`src/rtl/cmpwm_pkg.sv`:
```
package cmpwm_pkg;

  typedef enum logic [1:0] {
    ACT_KEEP = 2'b00,
    ACT_LOW  = 2'b01,
    ACT_HIGH = 2'b10,
    ACT_FLIP = 2'b11
  } act_e;

  // Resulting pin level after one match action
  function automatic logic act_apply(input logic cur, input logic [1:0] code);
    logic res;
    case (act_e'(code))
      ACT_LOW:  res = 1'b0;
      ACT_HIGH: res = 1'b1;
      ACT_FLIP: res = ~cur;
      default:  res = cur;
    endcase
    return res;
  endfunction

endpackage

```
`src/rtl/cmpwm_regs.sv`:
```
module cmpwm_regs #(
  parameter int CNT_W = 16,
  parameter int NREG  = 4,
  parameter int ACT_W = 4,
  localparam int AW   = $clog2(2 * NREG)
) (
  input  logic                        clk,
  input  logic                        rst_n,
  input  logic                        wr_en,
  input  logic [AW-1:0]               wr_addr,
  input  logic [CNT_W-1:0]            wr_data,
  output logic [NREG-1:0][CNT_W-1:0]  cmp_v,
  output logic [NREG-1:0][1:0]        code_v,
  output logic [NREG-1:0]             init_v
);

  for (genvar i = 0; i < NREG; i++) begin : g_reg
    always_ff @(posedge clk) begin
      if (!rst_n) begin
        cmp_v[i]  <= '0;
        code_v[i] <= '0;
        init_v[i] <= 1'b0;
      end else if (wr_en) begin
        if (wr_addr == AW'(i))
          cmp_v[i] <= wr_data;
        if (wr_addr == AW'(NREG + i)) begin
          code_v[i] <= wr_data[1:0];
          init_v[i] <= wr_data[ACT_W-1];
        end
      end
    end
  end

endmodule

```
`src/rtl/cmpwm_counter.sv`:
```
module cmpwm_counter #(
  parameter int CNT_W = 16,
  parameter int NREG  = 4,
  localparam int SW   = $clog2(NREG)
) (
  input  logic                       clk,
  input  logic                       rst_n,
  input  logic                       count_en,
  input  logic [NREG-1:0][CNT_W-1:0] cmp_v,
  input  logic [SW-1:0]              clr_sel,
  output logic [CNT_W-1:0]           cnt,
  output logic [NREG-1:0]            match,
  output logic                       clr_hit
);

  for (genvar i = 0; i < NREG; i++) begin : g_cmp
    assign match[i] = count_en && (cnt == cmp_v[i]);
  end

  assign clr_hit = match[clr_sel];

  always_ff @(posedge clk) begin
    if (!rst_n)
      cnt <= '0;
    else if (count_en)
      cnt <= clr_hit ? '0 : cnt + 1'b1;
  end

endmodule

```
`src/rtl/cmpwm_outctl.sv`:
```
module cmpwm_outctl
  import cmpwm_pkg::*;
#(
  parameter int CNT_W = 16,
  parameter int NREG  = 4,
  localparam int SW    = $clog2(NREG),
  localparam int NPAIR = NREG / 2
) (
  input  logic                       clk,
  input  logic                       rst_n,
  input  logic                       mode,
  input  logic [SW-1:0]              clr_sel,
  input  logic [NREG-1:0]            match,
  input  logic                       clr_hit,
  input  logic [NREG-1:0][CNT_W-1:0] cmp_v,
  input  logic [NREG-1:0][1:0]       code_v,
  input  logic [NREG-1:0]            init_v,
  output logic [NREG-1:0]            pwm
);

  logic            mode_q;
  logic            entry;
  logic [NREG-1:0] nxt;

  assign entry = (mode != mode_q);

  always_comb begin
    nxt = pwm;
    if (!mode) begin
      // paired: even index is the pin, odd index is its partner
      for (int k = 0; k < NPAIR; k++) begin
        nxt[2*k+1] = 1'b0;
        if (entry) begin
          nxt[2*k] = init_v[2*k];
        end else if (cmp_v[2*k] != cmp_v[2*k+1]) begin
          if (match[2*k])
            nxt[2*k] = act_apply(nxt[2*k], code_v[2*k]);
          if (match[2*k+1])
            nxt[2*k] = act_apply(nxt[2*k], code_v[2*k+1]);
        end
      end
    end else begin
      // multi-phase: clear and entry outrank the duty action
      for (int i = 0; i < NREG; i++) begin
        if (SW'(i) == clr_sel)
          nxt[i] = 1'b0;
        else if (entry || clr_hit)
          nxt[i] = init_v[i];
        else if (match[i] && (cmp_v[i] != cmp_v[clr_sel]))
          nxt[i] = act_apply(pwm[i], code_v[i]);
      end
    end
  end

  always_ff @(posedge clk) begin
    if (!rst_n) begin
      mode_q <= 1'b0;
      pwm    <= '0;
    end else begin
      mode_q <= mode;
      pwm    <= nxt;
    end
  end

endmodule

```
`src/rtl/cmpwm_timer.sv`:
```
module cmpwm_timer #(
  parameter int CNT_W = 16,
  parameter int NREG  = 4,
  parameter int ACT_W = 4,
  localparam int AW   = $clog2(2 * NREG),
  localparam int SW   = $clog2(NREG)
) (
  input  logic             clk,
  input  logic             rst_n,
  input  logic             count_en,
  input  logic             mode,
  input  logic [SW-1:0]    clr_sel,
  input  logic             wr_en,
  input  logic [AW-1:0]    wr_addr,
  input  logic [CNT_W-1:0] wr_data,
  output logic [CNT_W-1:0] cnt_o,
  output logic [NREG-1:0]  pwm_o
);

  logic [NREG-1:0][CNT_W-1:0] cmp_v;
  logic [NREG-1:0][1:0]       code_v;
  logic [NREG-1:0]            init_v;
  logic [NREG-1:0]            match;
  logic                       clr_hit;

  cmpwm_regs #(.CNT_W(CNT_W), .NREG(NREG), .ACT_W(ACT_W)) u_regs (
    .clk     (clk),
    .rst_n   (rst_n),
    .wr_en   (wr_en),
    .wr_addr (wr_addr),
    .wr_data (wr_data),
    .cmp_v   (cmp_v),
    .code_v  (code_v),
    .init_v  (init_v)
  );

  cmpwm_counter #(.CNT_W(CNT_W), .NREG(NREG)) u_cnt (
    .clk      (clk),
    .rst_n    (rst_n),
    .count_en (count_en),
    .cmp_v    (cmp_v),
    .clr_sel  (clr_sel),
    .cnt      (cnt_o),
    .match    (match),
    .clr_hit  (clr_hit)
  );

  cmpwm_outctl #(.CNT_W(CNT_W), .NREG(NREG)) u_out (
    .clk     (clk),
    .rst_n   (rst_n),
    .mode    (mode),
    .clr_sel (clr_sel),
    .match   (match),
    .clr_hit (clr_hit),
    .cmp_v   (cmp_v),
    .code_v  (code_v),
    .init_v  (init_v),
    .pwm     (pwm_o)
  );

endmodule

```
`config.mk`:
```
export PLATFORM = sky130hd
export DESIGN_NAME = cmpwm_timer
export DESIGN_NICKNAME = d
export VERILOG_FILES = /design/src/rtl/cmpwm_pkg.sv /design/src/rtl/cmpwm_regs.sv /design/src/rtl/cmpwm_counter.sv /design/src/rtl/cmpwm_outctl.sv /design/src/rtl/cmpwm_timer.sv
export SDC_FILE = /design/constraint.sdc
export NUM_CORES = 1
export LEC_CHECK = 0
export BUFFER_PORTS_ARGS = -buffer_cell sky130_fd_sc_hd__buf_2
export CORE_AREA = 2 2 108 130
export CTS_CLUSTER_SIZE = 30
export DETAILED_ROUTE_END_ITERATION = 8
export DIE_AREA = 0 0 110 132
export GPL_TIMING_DRIVEN = 0
export PLACE_DENSITY = 0.72
export SETUP_SLACK_MARGIN = 0.1
export SLEW_MARGIN = 20
export SYNTH_ARGS = -nofsm -noshare
export SYNTH_HDL_FRONTEND = slang
export SYNTH_SLANG_ARGS = --single-unit
```
`constraint.sdc`:
```
create_clock -name clk -period 4.1 [get_ports clk]
set_clock_uncertainty 0.2 [all_clocks]
set_input_delay 0 -clock clk [delete_from_list [all_inputs] [get_ports clk]]
set_output_delay 0 -clock clk [all_outputs]
set_load 0.1 [all_outputs]
```
### Word-level counts from Yosys, hierarchy flattened

Cells that the tools add are included.

* add/subtract/negate cells: 1
* order comparisons: 1
* eq/ne operators: 35
* mux-type cells: 37
* bitwise operators: 8
* reduce and logical (&&, ||, !) cells: 31

Operator list (number)
* != test 16 bit: 6
* == test 16 bit: 4
* binary-select mux 16 bit (select 2 bit): 1
* 2-to-1 mux 16 bit: 2
* 2-to-1 mux 1 bit: 26
* AND reduction 2 bit: 12
* one-hot mux 1 bit (3 select lines): 6
* adder 16 x 1 -> 16 bit, second input constant: 1
* == test 2 bit, second input constant: 8
* == test 3 bit, second input constant: 4
* == test 2 x 1 -> 1 bit, second input constant: 4
* logical AND 1 bit: 8
* != test 4 x 1 -> 1 bit, second input constant: 2
* inverter 1 bit: 8
* nonzero test 4 bit: 2
* == test 3 x 2 -> 1 bit, second input constant: 2
* nonzero test 3 bit: 2
* OR reduction 3 bit: 2
* == test 2 bit, first input constant: 2
* nonzero test 2 bit: 2
* == test 3 x 1 -> 1 bit, second input constant: 1
* logical NOT 3 bit: 1
* less-than comparator 2 x 3 -> 1 bit, second input constant: 1
* 2-to-1 mux 3 bit: 1
* 5 further kinds: 5

* bits in registers: 97
* input bits: 26
* output and inout bits: 20
* logic and storage cells: 131

### Longest topological paths before layout

* depth after elaboration: 12
* mapped depth: 12
* depth with buffers taken out: 8

### By module

A second synthesis with hierarchy kept.

* cell total of the unflattened synthesis: 783
* area total of the unflattened synthesis: 6866.6 sq um

Modules (own cells, without submodules)
* cmpwm_regs: times used 1, cells each 270, area each 2802.7 sq um, seq. area each 1521.5 sq um
* cmpwm_outctl: times used 1, cells each 309, area each 2372.3 sq um, seq. area each 100.1 sq um
* cmpwm_counter: times used 1, cells each 204, area each 1691.6 sq um, seq. area each 320.3 sq um

### Worst setup path before layout

OpenSTA, ideal clock, no wires.

* path kind: register to register
* start point: register u_cnt.cnt[9]
* end point: register u_out.pwm[0]
* library setup time: 125 ps
* arrival: 2811 ps
* data required time: 3775 ps
* setup slack: 964 ps
* cell stages (with the launch flop): 10
* buffers on the path: 1
* clock period less this slack: 3136 ps
* cell sequence: dfxtp_1 -> buf_2 -> xnor2_1 -> nand4_1 -> or4_4 -> o221ai_4 -> o22ai_2 -> mux2_1 -> nand3b_1 -> a31oi_1

* longest elaborated chain between the ends: 12
* elaborated cells between the ends (all ways): 26
* classes of those cells: 5 x eq/ne; 13 x mux; 1 x bitwise; 7 x reduce/logical

RTL lines
* start, declared: RTL line cmpwm_counter.sv:11 `output logic [CNT_W-1:0] cnt,`
* start signal, assigned: RTL line cmpwm_counter.sv:26 `cnt <= clr_hit ? '0 : cnt + 1'b1;`
* == test 16 bit: RTL line cmpwm_counter.sv:17 `assign match[i] = count_en && (cnt == cmp_v[i]);`
* logical AND 1 bit: RTL line cmpwm_counter.sv:17
* 2-to-1 mux 1 bit: RTL line cmpwm_outctl.sv:36 `if (match[2*k])`
* 2-to-1 mux 1 bit: RTL line cmpwm_outctl.sv:35 `end else if (cmp_v[2*k] != cmp_v[2*k+1]) begin`
* 2-to-1 mux 1 bit: RTL line cmpwm_outctl.sv:33 `if (entry) begin`
* 2-to-1 mux 1 bit: RTL line cmpwm_outctl.sv:29 `if (!mode) begin`
* inverter 1 bit: RTL line cmpwm_pkg.sv:16 `ACT_FLIP: res = ~cur;`
* one-hot mux 1 bit (3 select lines): RTL line cmpwm_pkg.sv:13 `case (act_e'(code))`
* 2-to-1 mux 1 bit: RTL line cmpwm_outctl.sv:38 `if (match[2*k+1])`
* 2-to-1 mux 1 bit: RTL line cmpwm_outctl.sv:35
* 2-to-1 mux 1 bit: RTL line cmpwm_outctl.sv:33
* 2-to-1 mux 3 bit: RTL line cmpwm_outctl.sv:29
* end signal, assigned: RTL line cmpwm_outctl.sv:61 `pwm <= nxt;`
* end, declared: RTL line cmpwm_outctl.sv:18 `output logic [NREG-1:0] pwm`

Parallel ways exist; a longest one is shown, timed or not. The select of a mux whose other input is x is not followed.
A chain may end at the register's enable or synchronous reset.

### Worst setup path after layout

* start point: register u_regs.cmp_v[10] in the netlist's numbering
* end point: register u_out.pwm[2]

* longest elaborated chain between the ends: 8
* elaborated cells between the ends (all ways): 14
* classes of those cells: 3 x eq/ne; 7 x mux; 4 x reduce/logical

RTL lines
* start, declared: RTL line cmpwm_regs.sv:12 `output logic [NREG-1:0][CNT_W-1:0] cmp_v,`
* start signal, assigned by index: RTL line cmpwm_regs.sv:25 `cmp_v[i] <= wr_data;`
* == test 16 bit: RTL line cmpwm_counter.sv:17
* logical AND 1 bit: RTL line cmpwm_counter.sv:17
* binary-select mux 1 bit (select 2 bit): RTL line cmpwm_counter.sv:20 `assign clr_hit = match[clr_sel];`
* 2-to-1 mux 1 bit (implied by the code): RTL line cmpwm_counter.sv:20
* logical OR 1 bit: RTL line cmpwm_outctl.sv:47 `else if (entry || clr_hit)`
* 2-to-1 mux 1 bit: RTL line cmpwm_outctl.sv:47
* 2-to-1 mux 1 bit: RTL line cmpwm_outctl.sv:45 `if (SW'(i) == clr_sel)`
* 2-to-1 mux 3 bit: RTL line cmpwm_outctl.sv:29

Parallel ways exist; a longest one is shown, timed or not. The select of a mux whose other input is x is not followed.

==> results.md <==
* Ys flop type: dfxtp_1
* Worst Tran Pin Value at a little under 1 ns
* # resized after CTS at 0
* Die area at 14,500 um2
* Initial antenna violation count at 0
* Root Buffer: clkbuf_16
* Ranking of synthesized cells by area: dfxtp_1, xnor2_1, nand2_1
* Switching Power at about 750 uW
* Critical Path AT at 3.11 ns
* Post-CTS setup buffer count at 0
* CORE AREA at ~13,000 um2
* CTS tree: yes
* # DRC at 0
* Synthesized cell area at between 7000 and 8000 um2
* Number of global-route vias before repair at between 6,000 and 7,000
* Share of cells above drive strength 1 at slightly below 9%
* Final Hold Violating Endpoints at 0
* Pint at ~1.6 mW
* Worst-Skew Late Latency at roughly 0.37 ns
* Largest net degree at the start of global routing at 20
* CP top delay family: compound AO/OA/AOI/OAI gates
* Post-synthesis sequential area ratio at between 20% and 30%
* Async SR Flop Fraction at 0%
* Yosys reg bits at between 90 and 100
* Achievable Freq at approximately 0.33 GHz
* Via-to-Cell Ratio at 5.89
* Setup CP Type: register to register
* RD Place Congestion at roughly 1.1
* Drt wl/cell at 22.1 um
* Vias at approximately 6,800
* Num rows at 46
* R2R Setup Slk at approximately 1.0 ns
* Clock Tree Buf Depth at 2
* Worst Path Required at 4.15 ns
* Max-slew headroom at approximately a third
* Antenna Nets Post-Route at 0
* CP max stage delay at between 0.5 and 0.6 ns
* Status: finished, final reports clean
* MaxCap Viol Count at 0
* Most common cell in the netlist: nand2_1
* Critical-path cell list: clkbuf_1, nand2b_1, o21ai_0, o41ai_1, o2111ai_1, o41ai_1, a21boi_1, o21ai_1, a21oi_1
* Worst path slowest cell: o41ai_1
* RSZ-0062 raised after global routing: no
* Worst-path clk slew at approximately 0.07 ns
* Starting DRT DRC Count at a little under 800
* Hpwl dp at a little under 20,000 um
* Comb power frac at 20.5%
* Non-filler instance count after layout at between 1,000 and 1,500
* Final nets at 1,020
* VDD IR-drop max at roughly 0.00023 V
* Setup TNS at 0 ns
* Minimum clock period at a little over 3 ns
* Crit Path Max Fanout at 8
* Tot GR Track Use at between 30% and 40%
* Crit path buf inv count at 1
* Final Util at between 60% and 70%
* Grt ovf at 0
* Initial Utilization at 54.3%
* Synth Net Count at 950
* Syn Inst Count at around 920
* Clock network fraction of design power at 37.3%
* Die X at between 100 and 150 um
* Crit. End Element: register
* Die height at about 130 um
* Synth cell count leaders: nand2_1, xnor2_1, dfxtp_1
* Number of iterations in the first detailed-routing pass at 6
* Layout Area Growth over Synthesis at 12.8%
* Final setup vio count at 0
* Period utilisation layout at 74.7%
* # clock sinks at 97
* I/O Pins at 46
* Power density over the cells at between 200 and 300 nW/um2
* Diode count at 0
* Number of port buffers at 37
* Avg Inst Size Synth at between 7 and 8 um2
* Ys Warns at 0
* Yosys cell types at 65
* First-pass GRT wire length at 38,000 um
* Sw frac at 32.4%
* TritonCTS buffer count at 9
* Hold Path Class: input pin to register
* Placed cells at approximately 1,100
* Flop pwr share at 42.2%
* H-Tree Level Count at 3
* Number of synthesized flops with an enable pin at 0
* Lkg Pwr at ~3.1 nW
* Area fraction of the dominant cell type after synthesis at between 20% and 30%
* CP Launch Type: register
* Slew Limit Fails at 0
* Drt total wl at between 20,000 and 30,000 um
* Most numerous cell on the critical path: o41ai_1
* Yosys top cell by area: dfxtp_1
## repair_timing
item,in CTS,in global routing
endpoints found under the setup margin,0,0
hold endpoints to repair,81,0
hold buffers,22,0
## through the flow
| step | worst slack [ns] | cell area [um2] | hold WS (ns) | power [mW] |
|---|---|---|---|---|
| 2_1_floorplan | 0.964 | 7150 | -0.0551 | 1.31 |
| 3_3_place_gp | 1.17 | 7550 | 0.0870 | 1.44 |
| 3_5_place_dp | 1.19 | 7550 | 0.0949 | 1.44 |
| 4_1_cts | 1.16 | 8070 | 0.0180 | 2.31 |
| 5_1_grt | 0.855 | 8070 | 0.0639 | 2.38 |
| 6_report | 1.04 | 8070 | 0.0260 | 2.31 |
## registers in the layout (all words and copies together) (netlist names)
register	cells
u_regs.cmp_v	64
u_cnt.cnt	16
u_regs.init_v	4
u_regs.code_v	8
u_out.mode_q	1
u_out.pwm	4
## worst reg2reg max path: stages, from the launching register on
cell,delay [ns]
dfxtp_1,0.31
clkbuf_1,0.33
nand2b_1,0.25
o21ai_0,0.27
o41ai_1,0.40
o2111ai_1,0.24
o41ai_1,0.59
a21boi_1,0.17
o21ai_1,0.14
a21oi_1,0.05
## layout by cell type, fill, tap and decap left out, drive strengths merged, types with 10 or more instances in the layout
| master | n |
|---|---|
| clkbuf | 93 |
| buf | 63 |
| nand3 | 19 |
| nand4 | 21 |
| nand2b | 10 |
| mux2i | 47 |
| nor4 | 11 |
| o21ai | 15 |
| nor2b | 19 |
| dlygate4sd3 | 22 |
| nor2 | 41 |
| xor2 | 60 |
| nand2 | 166 |
| a21oi | 14 |
| dfxtp | 97 |
| inv | 22 |
| a21boi | 66 |
| nor3 | 11 |
| xnor2 | 108 |
## cells by family (layout without fill, tap and decap cells)
family | Yosys count | after routing | share of synthesized area [%]
simple gates | 324 | 324 | 21.0
xor+xnor | 168 | 168 | 20.6
compound gates | 146 | 146 | 15.1
buf+inv | 128 | 203 | 7.66
flops | 97 | 97 | 27.2
mux | 51 | 51 | 7.63
fa+ha+maj | 5 | 5 | 0.875
## power by group through the flow
stage,combinational (mW),sequential [mW],clock [mW]
floorplan,0.282,1.03,0
global placement,0.445,0.998,0
detailed placement,0.445,0.998,0
CTS,0.462,0.976,0.874
global route,0.501,0.979,0.901
finish,0.475,0.977,0.862
## routing by layer
layer	up-vias	track usage [%]	part of all wire (%)
li1	3211	-	-
met2	336	57.0	47
met4	0	19.6	5.7
met1	3211	45.5	40
met5	-	0	0
met3	84	5.98	7.1
## path summary, 6_finish.rpt
path	from	depth (start not counted)	endpoint
setup / recovery	u_regs.cmp_v[10]$_SDFFE_PN0P_	9	u_out.pwm[2]$_SDFFE_PN0P_
hold / removal	rst_n	2	u_out.mode_q$_SDFF_PN0_
setup reg to reg	u_regs.cmp_v[10]$_SDFFE_PN0P_	9	u_out.pwm[2]$_SDFFE_PN0P_
hold reg to reg	u_out.pwm[3]$_SDFFE_PP0P_	2	u_out.pwm[3]$_SDFFE_PP0P_
## layout make-up
cell class,instances,area [um2]
flip-flops and latches,97,1940
repair buffers,59,405
clock inverters,7,72.6
fillers,1273,5110
multi-input cells,694,4670
plain buffers,110,480
well taps,168,210
clock buffers,9,225
inverters,18,67.6
Power figures use the tool's default switching activity.
